--- config.mk ---
export PLATFORM = sky130hd
export DESIGN_NAME = ubx_transceiver
export DESIGN_NICKNAME = d
export VERILOG_FILES = /design/src/rtl/ubx_pkg.sv /design/src/rtl/ubx_store.sv /design/src/rtl/ubx_drive.sv /design/src/rtl/ubx_transceiver.sv
export SDC_FILE = /design/constraint.sdc
export NUM_CORES = 1
export LEC_CHECK = 0
export BUFFER_PORTS_ARGS = -buffer_cell sky130_fd_sc_hd__buf_2
export CAP_MARGIN = 20
export CORE_UTILIZATION = 44
export DETAILED_ROUTE_END_ITERATION = 8
export PLACE_DENSITY_LB_ADDON = 0.15
export SYNTH_ARGS = -nofsm -noshare
export SYNTH_HDL_FRONTEND = slang
export SYNTH_SLANG_ARGS = --single-unit
--- constraint.sdc ---
create_clock -name clk -period 2.5 [get_ports clk]
set_clock_uncertainty 0.2 [all_clocks]
set_input_delay 0.5 -clock clk [delete_from_list [all_inputs] [get_ports clk]]
set_output_delay 0.5 -clock clk [all_outputs]
set_load 0.005 [all_outputs]
--- src/rtl/ubx_pkg.sv ---
package ubx_pkg;

  // Why a path's store changes (or not) on a system edge
  typedef enum logic [1:0] {
    UPD_HOLD     = 2'd0,
    UPD_TRACK    = 2'd1,
    UPD_LE_CLOSE = 2'd2,
    UPD_CLOCK    = 2'd3
  } upd_e;

  // Priority: pass-through tracking, then closing capture, then gated strobe
  function automatic upd_e pick_cause(input logic le, input logic le_fall,
                                      input logic strobe_hi, input logic ce_n,
                                      input logic strobe_rise);
    if (le)                    return UPD_TRACK;
    if (le_fall && strobe_hi)  return UPD_LE_CLOSE;
    if (!ce_n && strobe_rise)  return UPD_CLOCK;
    return UPD_HOLD;
  endfunction

endpackage

--- src/rtl/ubx_store.sv ---
module ubx_store
  import ubx_pkg::*;
#(
  parameter int W = 18
) (
  input  logic         clk,
  input  logic         rst,
  input  logic         le,
  input  logic         dclk,
  input  logic         ce_n,
  input  logic [W-1:0] din,
  output logic [W-1:0] val,
  output logic [W-1:0] store,
  output logic         clk_rise,
  output logic         le_fall
);

  logic         dclk_q;
  logic         le_q;
  logic [W-1:0] store_q;
  upd_e         cause;

  assign clk_rise = dclk & ~dclk_q;
  assign le_fall  = ~le & le_q;
  assign cause    = pick_cause(le, le_fall, dclk, ce_n, clk_rise);

  always_ff @(posedge clk or posedge rst) begin
    if (rst) begin
      dclk_q  <= 1'b0;
      le_q    <= 1'b0;
      store_q <= '1;
    end else begin
      dclk_q <= dclk;
      le_q   <= le;
      if (cause != UPD_HOLD) store_q <= din;
    end
  end

  assign store = store_q;
  assign val   = le ? din : store_q;

endmodule

--- src/rtl/ubx_drive.sv ---
module ubx_drive #(
  parameter int W          = 18,
  parameter bit OPEN_DRAIN = 1'b0
) (
  input  logic         oe_n,
  input  logic [W-1:0] val,
  output logic [W-1:0] dout,
  output logic [W-1:0] doe
);

  logic en;
  assign en = ~oe_n;

  generate
    if (OPEN_DRAIN) begin : g_od
      assign dout = '0;
      assign doe  = en ? ~val : '0;
    end else begin : g_ts
      assign dout = val;
      assign doe  = {W{en}};
    end
  endgenerate

endmodule

--- src/rtl/ubx_transceiver.sv ---
module ubx_transceiver #(
  parameter int W = 18
) (
  input  logic         clk,
  input  logic         rst,
  input  logic [W-1:0] a_in,
  output logic [W-1:0] a_out,
  output logic [W-1:0] a_oe,
  input  logic [W-1:0] b_in,
  output logic [W-1:0] b_out,
  output logic [W-1:0] b_oe,
  input  logic         ab_oe_n,
  input  logic         ab_le,
  input  logic         ab_clk,
  input  logic         ab_ce_n,
  input  logic         ba_oe_n,
  input  logic         ba_le,
  input  logic         ba_clk,
  input  logic         ba_ce_n
);

  // Internal events brought out for the bound checker
  logic [W-1:0] ab_val, ab_store, ba_val, ba_store;
  logic         ab_clk_rise, ab_le_fall, ba_clk_rise, ba_le_fall;

  ubx_store #(.W(W)) u_ab_store (
    .clk(clk), .rst(rst), .le(ab_le), .dclk(ab_clk), .ce_n(ab_ce_n),
    .din(a_in), .val(ab_val), .store(ab_store),
    .clk_rise(ab_clk_rise), .le_fall(ab_le_fall)
  );

  ubx_store #(.W(W)) u_ba_store (
    .clk(clk), .rst(rst), .le(ba_le), .dclk(ba_clk), .ce_n(ba_ce_n),
    .din(b_in), .val(ba_val), .store(ba_store),
    .clk_rise(ba_clk_rise), .le_fall(ba_le_fall)
  );

  ubx_drive #(.W(W), .OPEN_DRAIN(1'b1)) u_b_drive (
    .oe_n(ab_oe_n), .val(ab_val), .dout(b_out), .doe(b_oe)
  );

  ubx_drive #(.W(W), .OPEN_DRAIN(1'b0)) u_a_drive (
    .oe_n(ba_oe_n), .val(ba_val), .dout(a_out), .doe(a_oe)
  );

endmodule

==> reports/results.md, run 1 <==
• 0.4095 mV — peak supply drop
• 183 — Post-Synthesis Cells
• finished clean — outcome
• 1.80 ns — CP required
• 1462 — via count of the first global-routing pass
• 16 — Yosys cell types
• 0.29 ns — Worst-Skew Late Latency
• 26 — placement row count
• 0 — Post-CTS Resized
• sky130_fd_sc_hd__dfstp_2, sky130_fd_sc_hd__mux2_2, sky130_fd_sc_hd__mux2_4 — dominant cells by area after synthesis
• 0.3713 ns — slack of the critical path
• sky130_fd_sc_hd__buf_2, sky130_fd_sc_hd__dfstp_2, sky130_fd_sc_hd__mux2_2 — most used cells in the layout excluding fill and tap cells
• sky130_fd_sc_hd__clkbuf_8 — CTS Root Buffer Type
• 85.15% — crit share post-route
• 0 — YS warnings
• 0 — number of max-cap violations
• 23.78% — net switching fraction of the power
• 31.3% — clock share of power
• 2860 sq um — cell area after layout
• 14.59% — global-route usage over all layers
• 0 — ant diodes
• 572.9 nW/um^2 — power per cell area
• 47.7% — part of the power in registers
• 1.249 mW — Cell Int Power
• 0 ns — accumulated negative setup slack
• 0 — setup-violating endpoint count in the final report
• 13.19 sq um — Synth Area per Inst
• 0 — hold_buf cts
• 6789 microns — global-route wire length before repair
• 2.129 ns — shortest period the worst path allows
• 39.19% — area share of the largest cell type after synthesis
• 5205 sq um — total core area
• 2414 sq um — synthesized cell area
• 1.43 ns — endpoint arrival time on the critical path
• 0.3477 ns — dpl ws
• 0 — post-route antenna net violation count
• 1075 sq um — area of combinational cells with multiple inputs
• 40 — total number of clock tree sinks
• 5786 sq um — DIE AREA
• 77.44% — share of post-route cells with drive strength above 1
• output port — element type at the critical path end
• 4008 microns — aggregate routed wire length
• 0.3897 mW — switching pwr
• no — setup repair after global routing missed its margin
• 0 — initial antenna violation count
• 54.95% — post-route core utilization
• built — clock tree from TritonCTS
• 0 — final slew viol count
• 99 — total of buffers placed on input and output ports
• 40 — FF+latch count, synth
• 2 — number of H-tree levels
• sky130_fd_sc_hd__buf_2 — most common cell after layout, fill and taps aside
• 21.0% — Comb pwr share
• 0 — final hold violations
• 1046 sq um — Storage cell area
• 2 — number of buffers on the longest clock path
• 0 — post-CTS repair timing setup buffer count
• in2async — path type of the worst min-delay path
• 0 — number of remaining DRC errors
• input port — startpoint types
• 76.07 microns — height of the chip
• 311 — net total in the final layout
• 41 — maximum number of pins on one net before global-route repair
• 76.07 microns — die extent in x
• 46.37% — initial cell density of the core
• 0.7057 — weighted congestion reported at the end of routability-driven placement
• 0 — total gr overflow
• 67 — count of routing violations after the opening detailed-route iteration
• 5 — TritonCTS Buffers
• 490 — FILL cells
• 118 — count of pins on the block boundary
• sky130_fd_sc_hd__dfstp_2 — Yosys top cell by area
• 3 — TritonRoute pass-1 iters
• 1511 — number of vias after detailed routing
• 11.93 microns — routed length per placed instance
• in2out — start-to-end type of the worst setup path
• 2749 sq um — placed cell areas
• 0.07 ns — clock-pin slew on the worst setup and hold paths
• 4.497 — post-detailed-route via-to-cell ratio
• 1.351 nW — leak pwr
• 18.51% — Syn-to-layout area delta
• 4 — Worst Reg-to-Reg Cells
• 469.8 MHz — Max Clk Rate
• 43.34% — register area share after synthesis
• 21 — largest fanout of any net on the critical path
• 2897 microns — detailed placer's ending HPWL
-- sequential cells by signal, summed over array words and instances, names as in the netlist --
register and cells:
u_ab_store.store 18, u_ba_store.dclk_q 1, u_ba_store.store 18, u_ba_store.le_q 1, u_ab_store.dclk_q 1, u_ab_store.le_q 1
-- path summary, 6_finish.rpt --
check | end | from | slack, ns
max | b_oe[0] | ab_le | 0.37
min | u_ab_store.dclk_q | rst | 0.12
max reg2reg | u_ab_store.store[7] | u_ab_store.le_q | 0.87
min reg2reg | u_ab_store.store[15] | u_ab_store.store[15] | 0.42
max in group asynchronous | u_ba_store.store[12] | rst | 1.62
min in group clk | u_ab_store.dclk_q | ab_clk | 0.16
-- metal layers --
metal | wire length, microns | up-vias | part of all wire, % | track usage, %
met2 | 1896 | 63 | 47 | 25.27
met5 | 0 | - | 0 | 0
met3 | 249 | 4 | 6.2 | 4.192
met4 | 20 | 0 | 0.50 | 4.038
met1 | 1842 | 700 | 46 | 17.66
li1 | - | 744 | - | -
-- power by group through the flow --
stage / Clock [mW] / Sequential [mW] / Combinational [mW]
after floorplan: 0 / 0.782 / 0.269
after CTS: 0.537 / 0.782 / 0.350
after global routing: 0.564 / 0.791 / 0.378
final: 0.514 / 0.781 / 0.343
after global placement: 0 / 0.790 / 0.343
after detailed placement: 0 / 0.791 / 0.349
-- area by class of cell --
class / count / share of cell area, %
clock inverters: 3 / 1.487
flip-flops and latches: 40 / 36.57
inverters: 2 / 0.2625
well taps: 70 / 3.062
clock buffers: 5 / 2.406
repair buffers: 104 / 18.64
multi-input cells: 112 / 37.58
-- per-stage QoR --
step                      power [mW]  cells  hold slack [ns]
after floorplan                1.051    200           0.3314
after global placement         1.134    328           0.4056
after detailed placement       1.139    328           0.4050
after CTS                      1.668    336           0.1321
after global routing           1.733    336           0.1406
final                          1.639    336           0.1223
-- cell usage after synthesis --
library cell,n
sky130_fd_sc_hd__a211oi_1,18
sky130_fd_sc_hd__buf_2,4
sky130_fd_sc_hd__buf_12,2
sky130_fd_sc_hd__mux2_2,34
sky130_fd_sc_hd__dfstp_2,36
sky130_fd_sc_hd__buf_4,37
sky130_fd_sc_hd__nor2b_1,13
sky130_fd_sc_hd__o21bai_4,2
sky130_fd_sc_hd__conb_1,1
sky130_fd_sc_hd__buf_1,1
sky130_fd_sc_hd__clkbuf_1,2
sky130_fd_sc_hd__mux2_4,20
sky130_fd_sc_hd__dfrtp_1,4
sky130_fd_sc_hd__a21oi_4,2
sky130_fd_sc_hd__inv_1,2
sky130_fd_sc_hd__and2b_1,5
-- critical path, cell delays in order --
cell and delay, ns:
sky130_fd_sc_hd__buf_2 0.28, sky130_fd_sc_hd__buf_4 0.25, sky130_fd_sc_hd__nor2b_1 0.06, sky130_fd_sc_hd__a211oi_1 0.18
sky130_fd_sc_hd__buf_2 0.15
-- cells by family (layout without fill, tap and decap cells) --
group / after synthesis / count (layout) / share of synthesized area [%]
multiplexers: 54 / 54 / 28.31
AND/OR/NAND/NOR: 18 / 18 / 4.925
other: 1 / 18 / 0.1554
AO/OA/AOI/OAI: 22 / 22 / 8.502
buffers and inverters: 48 / 114 / 14.77
flip-flops: 40 / 40 / 43.34
Note: power is estimated with default switching activity, not from simulation.
==> inputs of run 2 (changes only) <==
==> constraint.sdc (replaced) <==
create_clock -name clk -period 2.46 [get_ports clk]
set_clock_uncertainty 0.2 [all_clocks]
set_input_delay 0.492 -clock clk [delete_from_list [all_inputs] [get_ports clk]]
set_output_delay 0.492 -clock clk [all_outputs]
set_load 0.005 [all_outputs]
==> run 2 against run 1 <==
Final area shrank 0.17%. Utilization decreased by 0.096 points. Die area unchanged. Count of clock-buffer cells in the layout is 2 higher. Clock power shrank 14%. Largest cell class unchanged.
==> reports/results.md, run 2 (synthesized netlist as in run 1, its figures left out) <==
• 4020 microns — aggregate routed wire length, +0.30%
• 0 — hold_buf cts, unchanged
• 0.29 ns — Worst-Skew Late Latency, about the same
• input port — startpoint types
• 0.1144 ns — hold_ws, -0.007997 ns
• 1.345 nW — leak pwr, -0.41%
• 4.652 — post-detailed-route via-to-cell ratio, +3.4%
• sky130_fd_sc_hd__buf_2, sky130_fd_sc_hd__dfstp_2, sky130_fd_sc_hd__mux2_2 — most used cells in the layout excluding fill and tap cells
• 0.08 ns — clock-pin slew on the worst setup and hold paths, about the same
• 88.65% — crit share post-route
• finished clean — outcome
• 14.45% — global-route usage over all layers, -0.14 points
• 5786 sq um — DIE AREA, unchanged
• output port — element type at the critical path end
• u_ba_store.store[4] — worst reg2reg endpoint
• u_ba_store.le_q — Reg-to-Reg Start
• in2async — path type of the worst min-delay path
• no — setup repair after global routing missed its margin
• 11.96 microns — routed length per placed instance, +0.30%
• sky130_fd_sc_hd__buf_2 — cell with the most instances on the worst path
• 0 — post-CTS repair timing setup buffer count, unchanged
• 0 — post-route antenna net violation count, unchanged
• 2 — number of buffers on the longest clock path, unchanged
• 458.6 MHz — Max Clk Rate
• 0 — final hold violations, unchanged
• 2761 sq um — placed cell areas, +0.46%
• 0 — final slew viol count, unchanged
• 40 — total number of clock tree sinks, unchanged
• 0.3631 mV — peak supply drop, -11%
• 40 — count of routing violations after the opening detailed-route iteration, -40%
• 0 — ant diodes, unchanged
• 30 — largest fanout of any net on the critical path, +43%
• sky130_fd_sc_hd__clkbuf_8 — CTS Root Buffer Type
• 18.30% — Syn-to-layout area delta
• 1.49 ns — endpoint arrival time on the critical path, +0.06 ns
• 26 — placement row count, unchanged
• 0.2792 ns — slack of the critical path, -0.09213 ns
• 0 ns — accumulated negative setup slack, unchanged
• 4 — TritonRoute pass-1 iters, +1
• 0 — initial antenna violation count, unchanged
• 557.2 nW/um^2 — power per cell area, -2.7%
• 0 — total gr overflow, unchanged
• 328 — Cells after DPL, unchanged
• 2852 microns — detailed placer's ending HPWL, -1.6%
• 1474 — via count of the first global-routing pass, +0.82%
• sky130_fd_sc_hd__buf_2 — CP max-delay cell
• 0.7268 — weighted congestion reported at the end of routability-driven placement, +3.0%
• 0 — number of remaining DRC errors, unchanged
• 77.07% — share of post-route cells with drive strength above 1, -0.38 points
• 118 — count of pins on the block boundary, unchanged
• buf_2, buf_4, nor2b_1, a211oi_1, buf_2 — Cell Chain, Critical Path
• 76.07 microns — die extent in x, unchanged
• 0 — Post-CTS Resized, unchanged
• sky130_fd_sc_hd__buf_2 — most common cell after layout, fill and taps aside
• 4 — Worst Reg-to-Reg Cells, unchanged
• built — clock tree from TritonCTS
• 5 — TritonCTS Buffers, unchanged
• 3 — combined buffer and inverter count along the critical path, unchanged
• in2out — start-to-end type of the worst setup path
• 0.2586 ns — dpl ws, -0.08908 ns
• 76.07 microns — height of the chip, unchanged
• 41 — maximum number of pins on one net before global-route repair, unchanged
• 1563 — number of vias after detailed routing, +3.4%
• 2 — number of H-tree levels, unchanged
• buffers and inverters — CP top delay family
• 311 — net total in the final layout, unchanged
• 0 — setup-violating endpoint count in the final report, unchanged
• 99 — total of buffers placed on input and output ports, unchanged
• 466 — FILL cells, -4.9%
• 0.73 ns — reg-to-reg slack, setup, -0.14 ns
• 46.37% — initial cell density of the core, unchanged
• 2855 sq um — cell area after layout, -0.17%
• 6796 microns — global-route wire length before repair, +0.10%
• 1.77 ns — CP required, -0.03 ns
• 0.38 ns — Max stage delay on crit path, +0.10 ns
• 0 — number of max-cap violations, unchanged
• 2.181 ns — shortest period the worst path allows
• 336 — final non-filler cell total, unchanged
• 5205 sq um — total core area, unchanged
## run 2: changes by cell type in the layout (fill, tap and decap cells not counted)
cell,delta
sky130_fd_sc_hd__clkinv_2,-1
sky130_fd_sc_hd__buf_4,-1
sky130_fd_sc_hd__buf_12,+1
sky130_fd_sc_hd__bufinv_16,-1
sky130_fd_sc_hd__clkbuf_8,+1
sky130_fd_sc_hd__clkbuf_1,+1
## run 2: worst max-delay path by stage
stage	slack (ns)	startpoint	to	depth (start not counted)
2_1_floorplan	0.48	ba_le	a_out[10]	3
3_3_place_gp	0.28	ab_le	b_oe[16]	5
3_5_place_dp	0.26	ab_le	b_oe[15]	5
4_1_cts	0.26	ab_le	b_oe[15]	5
5_1_grt	0.16	ab_le	b_oe[0]	5
6_report	0.28	ab_le	b_oe[15]	5
## run 2: metal layers
| layer | part of all wire, % | GRT usage, % | vias up |
|---|---|---|---|
| li1 | - | - | 749 |
| met1 | 44 | 17.32 | 743 |
| met2 | 47 | 24.36 | 66 |
| met3 | 7.7 | 5.269 | 5 |
| met4 | 1.0 | 4.038 | 0 |
| met5 | 0 | 0 | - |
## run 2: power by group
| part | internal (mW) | switching (mW) |
|---|---|---|
| clock network | 0.228 | 0.216 |
| logic | 0.207 | 0.146 |
| registers | 0.765 | 0.0284 |
| total | 1.20 | 0.391 |
## run 2: cell type report
class	instances	area, sq um	share of cell area [%]
flip-flops and latches	40	1046	36.63
well taps	70	87.58	3.067
inverters	2	7.507	0.2629
repair buffers	104	545.5	19.11
clock buffers	7	86.33	3.024
multi-input cells	112	1075	37.64
clock inverters	1	7.507	0.2629
## run 2: stage by stage
stage | utilization [%] | power, mW
finish | 54.86 | 1.591
global route | 54.86 | 1.685
CTS | 54.86 | 1.617
detailed placement | 53.05 | 1.161
global placement | 53.05 | 1.156
floorplan | - | 1.069
## run 2: worst register-to-register path: stages, from the launching register on
cell	delay [ns]
sky130_fd_sc_hd__dfrtp_1	0.36
sky130_fd_sc_hd__o21bai_4	0.17
sky130_fd_sc_hd__a21oi_4	0.39
sky130_fd_sc_hd__buf_4	0.24
sky130_fd_sc_hd__mux2_4	0.30
==> inputs of run 3 (changes only) <==
--- a/config.mk
+++ b/config.mk
@@ -5,6 +5,7 @@
 export SDC_FILE = /design/constraint.sdc
 export NUM_CORES = 1
 export LEC_CHECK = 0
+export ABC_AREA = 1
 export BUFFER_PORTS_ARGS = -buffer_cell sky130_fd_sc_hd__buf_2
 export CAP_MARGIN = 20
 export CORE_UTILIZATION = 44
==> run 3 against run 2 <==
Sequential share of layout area is essentially flat. Global-route usage grew 2.9 points. Final cell count grew 28%. Utilization is essentially flat. Maximum frequency shrank 3.5%. Setup slack lost 0.078 ns. Power grew 0.28%. Wire length grew 22%. Via count grew 28%. Register-to-register slack gained 0.21 ns. Die area grew 0.91%. Critical path type unchanged.
==> reports/results.md, run 3 <==
• ab_clk — Worst Hold Launch
• 406 — net total in the final layout, +31%
• 2 — number of buffers on the longest clock path, unchanged
• no — setup repair after global routing missed its margin
• 0.2012 ns — slack of the critical path, -0.07805 ns
• 4 — TritonRoute pass-1 iters, unchanged
• 1.77 ns — CP required, about the same
• 0.28 ns — Worst-Skew Late Latency, about the same
• input port — startpoint types
• 442.7 MHz — Max Clk Rate, -3.5%
• 23.01% — post-synthesis share of cell area spent on and, or, nand and nor gates, +18 points
• 530 — FILL cells, +14%
• buf_2, nor2_1, a211oi_1, buf_2 — Cell Chain, Critical Path
• 0 ns — accumulated negative setup slack, unchanged
• 8.320% — multiplexer share of the synthesized area, -20 points
• 2 — number of H-tree levels, unchanged
• 54.88% — post-route core utilization, about the same
• 4917 microns — aggregate routed wire length, +22%
• 40 — total number of clock tree sinks, unchanged
• 0 — hold_buf cts, unchanged
• 0% — synthesized-area fraction occupied by xor and xnor cells, unchanged
• 0 — number of max-cap violations, unchanged
• 26 — placement row count, unchanged
• 5838 sq um — DIE AREA, +0.91%
• 3500 microns — detailed placer's ending HPWL, +23%
• 0.07 ns — clock-pin slew on the worst setup and hold paths, about the same
• 0 — ant diodes, unchanged
• 2436 sq um — synthesized cell area, +0.93%
• 8135 microns — global-route wire length before repair, +20%
• 0.1857 ns — hold_ws, +0.07131 ns
• 5 — TritonCTS Buffers, unchanged
• 2856 sq um — cell area after layout, about the same
• 38.83% — area share of the largest cell type after synthesis, -0.36 points
• 5 — Worst Reg-to-Reg Cells, +1
• 56.54% — worst slew margin relative to its limit
• 42.94% — register area share after synthesis, -0.40 points
• 91.82% — crit share post-route, +3.2 points
• 0 — initial antenna violation count, unchanged
• 1.531 nW — leak pwr, +14%
• 17 — Yosys cell types, +1
• sky130_fd_sc_hd__dfstp_2, sky130_fd_sc_hd__buf_4, sky130_fd_sc_hd__nand2_1 — dominant cells by area after synthesis
• built — clock tree from TritonCTS
• 558.5 nW/um^2 — power per cell area, +0.23%
• sky130_fd_sc_hd__buf_2 — cell with the most instances on the worst path
• 430 — final non-filler cell total, +28%
• sky130_fd_sc_hd__dfstp_2 — Yosys top cell by area
• 0.6518 ns — actual slew at the worst max-slew pin
• simple AND/OR/NAND/NOR gates — combinational family with the most area after synthesis
• 0.3504 mV — peak supply drop, -3.5%
• 76.41 microns — height of the chip, +0.45%
• 1.595 mW — Final Power, +0.28%
• ab_le — Crit. Startpoint
• sky130_fd_sc_hd__nand2_1 — cell with the most instances after synthesis
• b_oe[14] — crit path capture
• 39 — maximum number of pins on one net before global-route repair, -4.9%
• output port — element type at the critical path end
• u_ba_store.store[13] — worst reg2reg endpoint
• 0 — final hold violations, unchanged
• 1827 — via count of the first global-routing pass, +24%
• 8.608 sq um — Synth Area per Inst, -35%
• sky130_fd_sc_hd__nand2_1, sky130_fd_sc_hd__buf_4, sky130_fd_sc_hd__dfstp_2, sky130_fd_sc_hd__nand3_1, sky130_fd_sc_hd__inv_1 — top cells by count, synth
• sky130_fd_sc_hd__dfstp_2 — primary flip-flop cell chosen by synthesis mapping
• 38 — largest fanout of any net on the critical path, +27%
• 46.80% — initial cell density of the core, +0.43 points
• 47.22% — share of post-route cells with drive strength above 1, -30 points
• 0.51 ns — Max stage delay on crit path, +0.13 ns
• u_ba_store.dclk_q — Reg-to-Reg Start
• 6.882% — synthesized-area fraction occupied by ao, oa, aoi and oai cells, -1.6 points
• 0.94 ns — reg-to-reg slack, setup, +0.21 ns
• finished clean — outcome
• 11.43 microns — routed length per placed instance, -4.4%
• 0 — EDFF count, synth, unchanged
• 0 — setup-violating endpoint count in the final report, unchanged
• 82 — count of routing violations after the opening detailed-route iteration, +110%
• 0 — YS warnings, unchanged
• 0 — Post-CTS Resized, unchanged
• 17.32% — global-route usage over all layers, +2.9 points
• 283 — Post-Synthesis Cells, +55%
• 0 — post-route antenna net violation count, unchanged
• 0 — final slew viol count, unchanged
• 423 — Cells after DPL, +29%
• 2.259 ns — shortest period the worst path allows, +0.07805 ns
• sky130_fd_sc_hd__buf_2 — CP max-delay cell
• 100.0% — Async SR Flop Fraction, unchanged
• 0 — number of remaining DRC errors, unchanged
• sky130_fd_sc_hd__buf_2, sky130_fd_sc_hd__nand2_1, sky130_fd_sc_hd__nand3_1, sky130_fd_sc_hd__dfstp_2, sky130_fd_sc_hd__inv_1 — most used cells in the layout excluding fill and tap cells
• 40 — FF+latch count, synth, unchanged
• 0.2583 ns — dpl ws, -0.0003150 ns
• 0% — adder and majority cell fraction of the synthesized area, unchanged
• 5205 sq um — total core area, unchanged
• 4.665 — post-detailed-route via-to-cell ratio, +0.29%
• in2reg — path type of the worst min-delay path
• 0 — post-CTS repair timing setup buffer count, unchanged
• sky130_fd_sc_hd__clkbuf_8 — CTS Root Buffer Type
• in2out — start-to-end type of the worst setup path
• 2006 — number of vias after detailed routing, +28%
• 17.26% — Syn-to-layout area delta
• 76.41 microns — die extent in x, +0.45%
• 118 — count of pins on the block boundary, unchanged
• sky130_fd_sc_hd__buf_2 — most common cell after layout, fill and taps aside
• 2760 sq um — placed cell areas, about the same
• 1.57 ns — endpoint arrival time on the critical path, +0.08 ns
• 99 — total of buffers placed on input and output ports, unchanged
• 0 — total gr overflow, unchanged
• 0.7156 — weighted congestion reported at the end of routability-driven placement, -1.5%
-- run 3: changes by cell type in the layout (fill, tap and decap cells not counted), moves of 2 or more --
cell                       before  now
sky130_fd_sc_hd__nor2b_1       13    0
sky130_fd_sc_hd__nand2_1        0   72
sky130_fd_sc_hd__nand3_2        0    2
sky130_fd_sc_hd__and2b_1        5    0
sky130_fd_sc_hd__mux2_4        20    0
sky130_fd_sc_hd__nand2_4        0    2
sky130_fd_sc_hd__o21bai_4       2    0
sky130_fd_sc_hd__inv_1          2   24
sky130_fd_sc_hd__nand3_1        0   36
sky130_fd_sc_hd__nor2_1         0   18
sky130_fd_sc_hd__mux2_2        34   18
-- run 3: routing by layer --
layer | GRT usage [%] | part of all wire [%]
met1 | 21.28 | 45
met2 | 29.73 | 48
met3 | 4.790 | 5.4
met4 | 4.615 | 0.83
met5 | 0 | 0
-- run 3: area by class of cell --
type,instances,area [sq um],share of cell area [%]
Clock buffer,7,96.34,3.373
Inverter,24,90.09,3.154
Multi-Input combinational cell,186,998.5,34.95
Sequential cell,40,1046,36.62
Tap cell,70,87.58,3.066
Timing Repair Buffer,103,538.0,18.83
-- run 3: worst min path at each step --
stage / to / slack, ns / depth (start not counted)
final: u_ab_store.dclk_q / 0.19 / 1
after global routing: u_ab_store.dclk_q / 0.17 / 1
after CTS: u_ab_store.dclk_q / 0.18 / 1
after detailed placement: u_ba_store.store[15] / 0.27 / 2
after global placement: u_ba_store.store[15] / 0.27 / 2
after floorplan: u_ba_store.store[0] / 0.26 / 2
-- run 3: where the power goes --
| group | switching, mW | leakage [nW] | internal (mW) | total [mW] |
|---|---|---|---|---|
| Clock | 0.209 | 0.0503 | 0.250 | 0.458 |
| Sequential | 0.0335 | 0.425 | 0.765 | 0.799 |
| Combinational | 0.184 | 1.06 | 0.154 | 0.338 |
-- run 3: kinds of logic (layout without fill, tap and decap cells) --
logic type / count (synthesis) / in the layout
muxes: 18 / 18
AOI/OAI and AO/OA: 20 / 20
other: 1 / 18
DFF: 40 / 40
buffers and inverters: 74 / 134
and+or+nand+nor: 130 / 130
-- run 3: critical path, delay by kind of cell --
kind	cells	cell delay (ns)
compound gates	1	0.27
simple gates	1	0.11
buf+inv	2	0.68
